<file path="config.mk">
export PLATFORM = sky130hd
export DESIGN_NAME = pte_place_engine
export DESIGN_NICKNAME = d
export VERILOG_FILES = /design/src/rtl/pte_place_pkg.sv /design/src/rtl/pte_word_build.sv /design/src/rtl/pte_group_addr.sv /design/src/rtl/pte_place_engine.sv
export SDC_FILE = /design/constraint.sdc
export NUM_CORES = 1
export LEC_CHECK = 0
export ABC_AREA = 1
export BUFFER_PORTS_ARGS = -buffer_cell sky130_fd_sc_hd__buf_2
export CORE_MARGIN = 2
export CORE_UTILIZATION = 59
export DETAILED_ROUTE_END_ITERATION = 8
export GPL_ROUTABILITY_DRIVEN = 0
export PLACE_DENSITY = 0.87
export SYNTH_ARGS = -nofsm -noshare
export SYNTH_HDL_FRONTEND = slang
export SYNTH_SLANG_ARGS = --single-unit
export TNS_END_PERCENT = 100
</file>
<file path="constraint.sdc">
create_clock -name clk -period 7.8 [get_ports clk]
set_input_delay 1.56 -clock clk [delete_from_list [all_inputs] [get_ports clk]]
set_output_delay 1.56 -clock clk [all_outputs]
set_load 0.005 [all_outputs]
</file>
<file path="src/rtl/pte_place_pkg.sv">
`timescale 1ns/1ps
// Shared constants, command/result codes and controller states for the
// page table placement engine. Assumes 32-bit byte addresses, 4 KB pages.
package pte_place_pkg;
    localparam int AW      = 32;
    localparam int PAGE_SH = 12;
    localparam int RPN_W   = AW - PAGE_SH;
    localparam int VSID_W  = 24;
    localparam int HASH_W  = 19;
    localparam int API_W   = 6;
    localparam int WIMG_W  = 4;
    localparam int ORG_W   = 16;
    localparam int MASK_W  = 9;
    localparam int SLOT_W  = 3;
    localparam int GRP_SH  = 6;
    localparam int LOW_W   = HASH_W - MASK_W;
    localparam int CNT_W   = MASK_W + 1 + (AW - ORG_W - 2);

    typedef enum logic [1:0] {CMD_CLEAR, CMD_ONE, CMD_RANGE, CMD_SPARE} cmd_e;
    typedef enum logic [1:0] {RES_NEW, RES_CLEAN, RES_DIRTY, RES_ERR} res_e;
    typedef enum logic [3:0] {
        ST_IDLE, ST_CLR, ST_RD, ST_CHK, ST_WUP, ST_WLO, ST_NEXT, ST_DONE
    } st_e;
endpackage

</file>
<file path="src/rtl/pte_word_build.sv">
`timescale 1ns/1ps
// Builds the upper and lower entry words and the selected hash for one page.
// Assumes an identity mapping (real page = effective page).
module pte_word_build
    import pte_place_pkg::*;
(
    input  logic [RPN_W-1:0]  page,
    input  logic [VSID_W-1:0] seg,
    input  logic [WIMG_W-1:0] attr,
    input  logic              sec,
    output logic [AW-1:0]     upper,
    output logic [AW-1:0]     lower,
    output logic [HASH_W-1:0] hash
);
    localparam int IDX_W = 16;
    logic [HASH_W-1:0] prim;

    // Primary hash from the segment id and page index; the secondary hash is the inverse.
    always_comb begin
        prim = seg[HASH_W-1:0] ^ {{(HASH_W-IDX_W){1'b0}}, page[IDX_W-1:0]};
        hash = sec ? ~prim : prim;
    end

    // Entry word formats: valid/segment/select/api and page/R/C/attr/protection.
    always_comb begin
        upper = {1'b1, seg, sec, page[IDX_W-1:IDX_W-API_W]};
        lower = {page, 3'b000, 1'b1, 1'b1, attr, 1'b0, 2'b10};
    end
endmodule

</file>
<file path="src/rtl/pte_group_addr.sv">
`timescale 1ns/1ps
// Forms the 64-byte group address from the table origin, size mask and hash.
// Assumes the origin has zeros wherever the mask has ones.
module pte_group_addr
    import pte_place_pkg::*;
(
    input  logic [HASH_W-1:0] hash,
    input  logic [ORG_W-1:0]  org,
    input  logic [MASK_W-1:0] mask,
    output logic [AW-1:0]     grp
);
    // The upper hash bits are ORed into the origin under the mask; the low hash bits pick the group.
    always_comb begin
        grp = {org[ORG_W-1:MASK_W],
               org[MASK_W-1:0] | (mask & hash[HASH_W-1:LOW_W]),
               hash[LOW_W-1:0],
               {GRP_SH{1'b0}}};
    end
endmodule

</file>
<file path="src/rtl/pte_place_engine.sv">
`timescale 1ns/1ps
// Page table placement engine: clears the table, or inserts one page or a range
// of pages with a first-free search over the primary and then the secondary group,
// plus optional clean-first eviction. The memory port returns read data one cycle after the request.
module pte_place_engine
    import pte_place_pkg::*;
(
    input  logic               clk,
    input  logic               rst_n,
    input  logic               start,
    input  logic [1:0]         cmd,
    input  logic               allow_replace,
    input  logic [AW-1:0]      ea_start,
    input  logic [AW-1:0]      ea_end,
    input  logic [VSID_W-1:0]  vsid,
    input  logic [WIMG_W-1:0]  wimg,
    input  logic [ORG_W-1:0]   tbl_org,
    input  logic [MASK_W-1:0]  tbl_mask,
    output logic               busy,
    output logic               done,
    output logic [1:0]         result,
    output logic [AW-1:0]      slot_addr,
    output logic [RPN_W-1:0]   flush_rpn,
    output logic               mem_req,
    output logic               mem_we,
    output logic [AW-1:0]      mem_addr,
    output logic [AW-1:0]      mem_wdata,
    input  logic [AW-1:0]      mem_rdata
);
    localparam logic [AW-1:0] PAGE_BYTES = AW'(1) << PAGE_SH;
    localparam logic [AW-1:0] VALID_BIT  = AW'(1) << (AW-1);
    localparam logic [AW-1:0] CHG_BIT    = AW'(1) << 7;
    localparam int            WPT_SH     = AW - ORG_W - 2;

    st_e               state_q;
    logic [AW-1:0]     ea_q, end_q;
    logic [VSID_W-1:0] seg_q;
    logic [WIMG_W-1:0] attr_q;
    logic [ORG_W-1:0]  org_q;
    logic [MASK_W-1:0] mask_q;
    logic              repl_q, range_q, sec_q, cscan_q;
    logic [SLOT_W-1:0] slot_q;
    logic [CNT_W-1:0]  cnt_q;
    res_e              res_q;
    logic [AW-1:0]     slot_addr_q;
    logic [RPN_W-1:0]  rpn_q;

    logic [AW-1:0]     upper_w, lower_w, grp_w, up_addr;
    logic [HASH_W-1:0] hash_w;
    logic [CNT_W-1:0]  clr_last;
    logic [AW-1:0]     nxt_ea;
    logic              hit, last_slot;

    pte_word_build u_build (
        .page (ea_q[AW-1:PAGE_SH]), .seg(seg_q), .attr(attr_q), .sec(sec_q),
        .upper(upper_w), .lower(lower_w), .hash(hash_w)
    );

    pte_group_addr u_grp (
        .hash(hash_w), .org(org_q), .mask(mask_q), .grp(grp_w)
    );

    // Slot address, clear length and the free/clean test on the returned word.
    always_comb begin
        up_addr   = grp_w | {{(AW-SLOT_W-3){1'b0}}, slot_q, 3'b000};
        clr_last  = ({1'b0, mask_q} + CNT_W'(1)) << WPT_SH;
        clr_last  = clr_last - CNT_W'(1);
        nxt_ea    = ea_q + PAGE_BYTES;
        hit       = cscan_q ? ((mem_rdata & CHG_BIT) == '0) : ((mem_rdata & VALID_BIT) == '0);
        last_slot = sec_q && (slot_q == '1);
    end

    // Memory port drive for each controller state.
    always_comb begin
        mem_req   = 1'b0;
        mem_we    = 1'b0;
        mem_addr  = up_addr;
        mem_wdata = '0;
        case (state_q)
            ST_CLR: begin
                mem_req  = 1'b1;
                mem_we   = 1'b1;
                mem_addr = {org_q, {(AW-ORG_W){1'b0}}} + {{(AW-CNT_W-2){1'b0}}, cnt_q, 2'b00};
            end
            ST_RD:  begin
                mem_req  = 1'b1;
                mem_addr = up_addr | {{(AW-3){1'b0}}, cscan_q, 2'b00};
            end
            ST_WUP: begin
                mem_req   = 1'b1;
                mem_we    = 1'b1;
                mem_wdata = upper_w;
            end
            ST_WLO: begin
                mem_req   = 1'b1;
                mem_we    = 1'b1;
                mem_addr  = up_addr | AW'(4);
                mem_wdata = lower_w;
            end
            default: ;
        endcase
    end

    // Controller: command decode, slot scan, victim choice, page stepping.
    always_ff @(posedge clk) begin
        if (!rst_n) begin
            state_q <= ST_IDLE; ea_q <= '0; end_q <= '0; seg_q <= '0; attr_q <= '0;
            org_q <= '0; mask_q <= '0; repl_q <= 1'b0; range_q <= 1'b0;
            sec_q <= 1'b0; cscan_q <= 1'b0; slot_q <= '0; cnt_q <= '0;
            res_q <= RES_NEW; slot_addr_q <= '0; rpn_q <= '0;
        end else begin
            case (state_q)
                ST_IDLE: if (start) begin
                    ea_q    <= ea_start & ~(PAGE_BYTES - AW'(1));
                    end_q   <= ea_end;
                    seg_q   <= vsid;      attr_q <= wimg;
                    org_q   <= tbl_org;   mask_q <= tbl_mask;
                    repl_q  <= allow_replace;
                    range_q <= (cmd == CMD_RANGE);
                    sec_q <= 1'b0; cscan_q <= 1'b0; slot_q <= '0; cnt_q <= '0;
                    res_q <= RES_NEW; slot_addr_q <= '0; rpn_q <= '0;
                    if (cmd == CMD_CLEAR)
                        state_q <= ST_CLR;
                    else if (cmd == CMD_RANGE && (ea_start & ~(PAGE_BYTES - AW'(1))) >= ea_end)
                        state_q <= ST_DONE;
                    else
                        state_q <= ST_RD;
                end
                ST_CLR: begin
                    cnt_q <= cnt_q + CNT_W'(1);
                    if (cnt_q == clr_last) state_q <= ST_DONE;
                end
                ST_RD: state_q <= ST_CHK;
                ST_CHK: begin
                    if (hit) begin
                        res_q   <= cscan_q ? RES_CLEAN : RES_NEW;
                        state_q <= ST_WUP;
                    end else if (last_slot) begin
                        if (cscan_q) begin
                            res_q   <= RES_DIRTY;
                            rpn_q   <= mem_rdata[AW-1:PAGE_SH];
                            state_q <= ST_WUP;
                        end else if (repl_q) begin
                            cscan_q <= 1'b1; sec_q <= 1'b0; slot_q <= '0;
                            state_q <= ST_RD;
                        end else begin
                            res_q   <= RES_ERR;
                            state_q <= ST_NEXT;
                        end
                    end else begin
                        slot_q <= slot_q + SLOT_W'(1);
                        if (slot_q == '1) sec_q <= 1'b1;
                        state_q <= ST_RD;
                    end
                end
                ST_WUP: begin
                    slot_addr_q <= up_addr;
                    state_q     <= ST_WLO;
                end
                ST_WLO: state_q <= ST_NEXT;
                ST_NEXT: begin
                    if (range_q && res_q != RES_ERR && nxt_ea < end_q) begin
                        ea_q <= nxt_ea;
                        sec_q <= 1'b0; cscan_q <= 1'b0; slot_q <= '0;
                        state_q <= ST_RD;
                    end else begin
                        state_q <= ST_DONE;
                    end
                end
                ST_DONE: state_q <= ST_IDLE;
                default: state_q <= ST_IDLE;
            endcase
        end
    end

    assign busy      = (state_q != ST_IDLE) && (state_q != ST_DONE);
    assign done      = (state_q == ST_DONE);
    assign result    = res_q;
    assign slot_addr = slot_addr_q;
    assign flush_rpn = rpn_q;

    // Upper word is followed at once by the lower word of the same slot.
    assert_up_then_lo_R10: assert property (@(posedge clk) disable iff (!rst_n)
        (state_q == ST_WUP) |=> (mem_we && mem_addr == $past(mem_addr) + 32'd4));

    // Clear writes walk consecutive words.
    assert_clear_stride_R9: assert property (@(posedge clk) disable iff (!rst_n)
        (state_q == ST_CLR && $past(state_q) == ST_CLR) |-> (mem_we && mem_addr == $past(mem_addr) + 32'd4));

    // done lasts one cycle and results hold until a new start.
    assert_done_pulse_R12: assert property (@(posedge clk) disable iff (!rst_n)
        done |=> !done);
    assert_result_hold_R12: assert property (@(posedge clk) disable iff (!rst_n)
        (done || !busy) && !start |=> ($stable(result) && $stable(slot_addr)));

    // No access while idle, all accesses aligned.
    assert_idle_quiet_R12: assert property (@(posedge clk) disable iff (!rst_n)
        !busy |-> !mem_req);
    assert_aligned_R12: assert property (@(posedge clk) disable iff (!rst_n)
        mem_req |-> (mem_addr[1:0] == 2'b00));

    // Dirty eviction only when replacement was allowed.
    assert_dirty_needs_repl_R8: assert property (@(posedge clk) disable iff (!rst_n)
        (done && result == 2'd2) |-> repl_q);
endmodule

</file>
# Yosys cells after proc, flatten, opt, wreduce, memory -nomap -nowiden
# Cells that the tools add are included.
# classes
n_mux	55
add_sub_neg	6
n_eq_ne	23
n_lt_le_gt_ge	2
bitwise	6
reduce_logical	27
# ops
cell	n
case mux 32 bit (2 select lines)	3
2-to-1 mux 32 bit	3
case mux 32 bit (3 select lines)	1
2-to-1 mux 20 bit	4
logical NOT 32 bit	2
case mux 24 bit (2 select lines)	1
case mux 20 bit (2 select lines)	1
2-to-1 mux 3 bit	11
adder 32 x 13 -> 32 bit, second input constant	1
adder 32 x 26 -> 32 bit	1
greater-or-equal comparator 32 bit	1
less-than comparator 32 bit	1
OR 32 x 3 -> 32 bit	1
OR 32 x 6 -> 32 bit	1
case mux 4 bit (7 select lines)	1
adder 24 x 1 -> 24 bit, second input constant	1
equality test 24 bit	1
2-to-1 mux 24 bit	1
subtractor 24 x 1 -> 24 bit, second input constant	1
2-to-1 mux 19 bit	1
NOT 19 bit	1
bitwise XOR 19 x 16 -> 19 bit	1
equality test 4 x 3 -> 1 bit, second input constant	4
2-to-1 mux 4 bit	4
other kinds (31)	71
# word_totals
output_inout_bits	122
word_cells	135
regBits	206

# Logic depth before layout (Yosys ltp)
# logic_depth
depth_word	8
mapped_depth	22
depth_no_buf	21

# Modules after synthesis
# From an unflattened synthesis, not the netlist that was laid out.
# unflattened
hier_cells	1914
hier_area_um2	12517.0
# by_module_without_submodules
module	seq_area_each_um2	n_inst	cells_per_inst	area_per_inst_um2
pte_place_engine	3863.7	1	1646	11101.9
pte_word_build	0.0	1	217	1137.3
pte_group_addr	0.0	1	51	277.8

# Least setup slack after synthesis
# Ideal clock, no wire load.
# synth_path
kind	reg2out
from	reg cnt_q[14]
to	out mem_addr[24]
arrival_ps	1832
path_stages_with_launch	9
path_slack_ps	4408
path_buffers	0
path_cell_list	dfxtp_1 > ha_1 > fa_1 > a211oi_1 > nor2_1 > o21ai_0 > nand2_1 > xor2_1 > a21oi_1
# synth_via
elab_chain_cells	2
# synth_lines
element	line_no	source
start, declared	pte_place_engine.sv:43	logic [CNT_W-1:0] cnt_q;
start signal, assigned	pte_place_engine.sv:130	cnt_q <= cnt_q + CNT_W'(1);
adder 32 x 26 -> 32 bit	pte_place_engine.sv:83	mem_addr = {org_q, {(AW-ORG_W){1'b0}}} + {{(AW-CNT_W-2){1'b0}}, cnt_q, 2'b00};
case mux 32 bit (3 select lines)	pte_place_engine.sv:79	case (state_q)
end, declared	pte_place_engine.sv:26	output logic [AW-1:0] mem_addr,
# Every way passes these cells.

# Final worst setup path
# layout_path
from	reg state_q[2]
to	out mem_wdata[19]
# layout_via
elab_chain_cells	2
elab_cells_between_ends	3
# layout_lines
element	line_no	source
start, declared	pte_place_engine.sv:35	st_e state_q;
start signal, assigned	pte_place_engine.sv:107	state_q <= ST_IDLE; ea_q <= '0; end_q <= '0; seg_q <= '0; attr_q <= '0;
start signal, assigned	pte_place_engine.sv:123	state_q <= ST_CLR;
start signal, assigned	pte_place_engine.sv:125	state_q <= ST_DONE;
equality test 4 x 3 -> 1 bit	pte_place_engine.sv:79	
case mux 32 bit (2 select lines) *	pte_place_engine.sv:79	
end, declared	pte_place_engine.sv:27	output logic [AW-1:0] mem_wdata,
# Every way passes the cells marked *; elsewhere a longest branch is shown, timed or not.

==> results.json <==
{
  "outcome": "complete, no violations",
  "fin_worst_skew_ns": 0.009601,
  "clk_path_buf_depth": 2,
  "synth.distinct_cells": 44,
  "share_of_layout_cells_above_drive_strength_1": 0.1748,
  "finalSetupTns_ns": 0,
  "cap_viol_max_count": 0,
  "drt_iter0_drc": 1734,
  "worst_ir_drop_vdd_mv": 0.2065,
  "crit_required_ns": 6.24,
  "hold_start": "end_q[3]",
  "syn-cell-area_sq_mm": 0.01114,
  "clk_latency_ns": 0.44,
  "ff2ff_setup_slack_ns": 3.48,
  "clock_tree_from_tritoncts": "done",
  "finalHoldViolations": 0,
  "finalCriticalPeriod_ns": 4.575,
  "cts.repair_timing.setup_buffer_count": 0,
  "syn_inst": 1665,
  "wire_per_inst_um": 16.23,
  "worstPathMaxFanout": 51,
  "number_of_cts_inserted_buffers": 17,
  "worstSetupStartpointType": "flip-flop",
  "grt_pass1_vias": 11000,
  "antenna_left": 0,
  "quantity_of_i_o_buffers_inserted_on_ports": 248,
  "cp-end-kind": "primary output",
  "power_leakage_uw": 0.006024,
  "layout.nets": 2074,
  "hpwl_mm": 25.07,
  "postSynthAreaPerCell_sq_um": 6.690,
  "fp.dieArea_sq_mm": 0.01999,
  "core-area_sq_mm": 0.01864,
  "antenna_violations_before_repair": 2,
  "number_of_clock_sinks_seen_by_cts": 190,
  "number_of_vias_per_cell": 5.716,
  "initial_utilization": 0.5974,
  "reg2reg_to": "ea_q[17]",
  "drt-pass1-iter-count": 6,
  "clk_pin_slew_worst_paths_ns": 0.07,
  "setup_repair_after_global_routing_missed_its_margin": "false",
  "timing.slew.headroom": 0.2983,
  "synth.top_cell.area_share": 0.3415,
  "yosys_register_bits": 190,
  "hold_path_depth": 2,
  "yosysTopAreaCell": "sky130_fd_sc_hd__dfxtp_1",
  "cts_hold_buffers": 0,
  "global_route_wire_length_before_repair_mm": 54.05,
  "max_slew.worst_pin.slew_ns": 1.049,
  "worstPathArrival_ns": 3.01,
  "worstHoldEndpoint": "end_q[3]",
  "synth.area.top_cells": "sky130_fd_sc_hd__dfxtp_1 (34%), sky130_fd_sc_hd__nand2_1 (12%), sky130_fd_sc_hd__a21oi_1 (8.7%)",
  "worst-r2r-cell-count": 20,
  "totalPowerFinal_uw": 4387,
  "final_min_period_over_clock_period": 0.5865,
  "ys.warnings.count": 0,
  "grt_usage": 0.3363,
  "yosysMostFrequentCell": "sky130_fd_sc_hd__nand2_1",
  "rows": 50,
  "synth-edff-count": 0,
  "clock_tree.root_cell": "sky130_fd_sc_hd__clkbuf_16",
  "regToRegStartpoint": "ea_q[12]",
  "synth_sequential_area_ratio": 0.3415,
  "pin_count_of_the_biggest_net_entering_global_routing": 107,
  "synth_top_cells_by_count": "sky130_fd_sc_hd__nand2_1 (360), sky130_fd_sc_hd__inv_1 (200), sky130_fd_sc_hd__a21oi_1 (193), sky130_fd_sc_hd__dfxtp_1 (190), sky130_fd_sc_hd__o21ai_0 (166)",
  "relative_area_change_from_synthesis_to_final_layout_pct": 16.75,
  "drt_drc_violations_left": 0,
  "cts-htree-levels": 4,
  "route.final.wire_length_mm": 34.25,
  "setup_viol_count_final": 0,
  "die-width_um": 141.4,
  "timing.fmax_mhz": 218.6,
  "postSynth.asyncResetShare": 0,
  "dominantRegCellSynth": "sky130_fd_sc_hd__dfxtp_1",
  "worst-setup-path-type": "flip-flop to primary output",
  "floorplan.die.height_um": 141.4,
  "timing_max_transition_violations_final": 0,
  "num_vias": 12070,
  "power_density_mw_per_mm2": 337.4,
  "grt-ovfl-total": 0,
  "post_cts.resized_instances": 0,
  "io_pins": 277,
  "timing.hold.worst.class": "flip-flop to flip-flop"
}
cell families after synthesis:
kind of cell / after synthesis / share of synthesized area
AO/OA/AOI/OAI: 421 / 0.2012
flip-flops: 190 / 0.3415
multiplexers: 1 / 0.0008987
buffers and inverters: 292 / 0.1035
adder cells (fa/ha/maj): 56 / 0.06358
AND/OR/NAND/NOR: 650 / 0.2466
other: 1 / 0.0003367
XOR/XNOR: 54 / 0.04246
cell type report:
cell class	count	area (sq um)
Clock inverter	9	133.9
Sequential cell	190	3804
Clock buffer	23	457.9
Tap cell	234	292.8
Inverter	208	784.5
Timing Repair Buffer	259	1324
Multi-Input combinational cell	1187	6205
Fill cell	1606	5639
Antenna cell	1	2.502
metal layers:
| metal | global-route usage | up-vias | part of all wire |
|---|---|---|---|
| met1 | 0.4203 | 5461 | 0.41 |
| li1 | - | 5852 | - |
| met2 | 0.5654 | 634 | 0.46 |
| met3 | 0.06784 | 117 | 0.087 |
| met5 | 0 | - | 0.00029 |
| met4 | 0.1453 | 2 | 0.045 |
sequential cells by signal, summed over array words and instances (netlist names):
name and count:
repl_q 1, cscan_q 1, seg_q 24, range_q 1, ea_q 20, org_q 16
state_q 3, mask_q 9, attr_q 4, sec_q 1, end_q 32, result 2
cnt_q 24, slot_q 3, flush_rpn 20, slot_addr 29
worst max path at each step:
stage	startpoint	endpoint	slack, ns	cells past startpoint
final	state_q[2]	mem_wdata[19]	3.23	6
after global routing	state_q[2]	mem_wdata[19]	3.12	6
after CTS	state_q[2]	mem_wdata[19]	3.33	6
after detailed placement	ea_q[14]	ea_q[18]	3.65	20
after global placement	ea_q[14]	ea_q[17]	3.74	20
after floorplan	cnt_q[14]	mem_addr[24]	4.41	8
cell usage in the layout (no fill, tap or decap), types with 12 or more instances in the layout:
| master | n |
|---|---|
| sky130_fd_sc_hd__xnor2_1 | 12 |
| sky130_fd_sc_hd__a21oi_1 | 193 |
| sky130_fd_sc_hd__dfxtp_1 | 190 |
| sky130_fd_sc_hd__nand4_1 | 23 |
| sky130_fd_sc_hd__xor2_1 | 42 |
| sky130_fd_sc_hd__ha_1 | 55 |
| sky130_fd_sc_hd__nor2_1 | 125 |
| sky130_fd_sc_hd__nand2_1 | 360 |
| sky130_fd_sc_hd__or2_2 | 21 |
| sky130_fd_sc_hd__buf_2 | 248 |
| sky130_fd_sc_hd__nor3_1 | 25 |
| sky130_fd_sc_hd__clkbuf_16 | 17 |
| sky130_fd_sc_hd__o21ai_0 | 166 |
| sky130_fd_sc_hd__nand3_1 | 79 |
| sky130_fd_sc_hd__o22ai_1 | 23 |
| sky130_fd_sc_hd__inv_1 | 200 |
where the power goes:
| part | total [uW] | internal, uW | switching, uW |
|---|---|---|---|
| sequential | 1430 | 1210 | 227 |
| combinational | 2050 | 687 | 1370 |
| clock | 900 | 515 | 385 |
worst max-delay path, cell delays in order, from the launching register on:
cell and delay [ns]:
sky130_fd_sc_hd__dfxtp_1 0.51, sky130_fd_sc_hd__inv_2 0.12, sky130_fd_sc_hd__nor2_1 0.82, sky130_fd_sc_hd__inv_1 0.09, sky130_fd_sc_hd__buf_4 0.33, sky130_fd_sc_hd__o21ai_0 0.47
sky130_fd_sc_hd__buf_2 0.20
metrics by stage:
step	util	hold WS (ns)	instance area (sq um)	instances	worst slack, ns
3_3_place_gp	0.6656	0.4357	12410	2078	3.739
4_1_cts	0.6974	0.4562	13000	2110	3.331
2_1_floorplan	-	0.4245	11150	1669	4.408
3_5_place_dp	0.6656	0.4471	12410	2078	3.654
6_report	0.6975	0.4559	13000	2111	3.225
5_1_grt	0.6975	0.4738	13000	2111	3.124
Note: power is estimated with default switching activity, not from simulation.
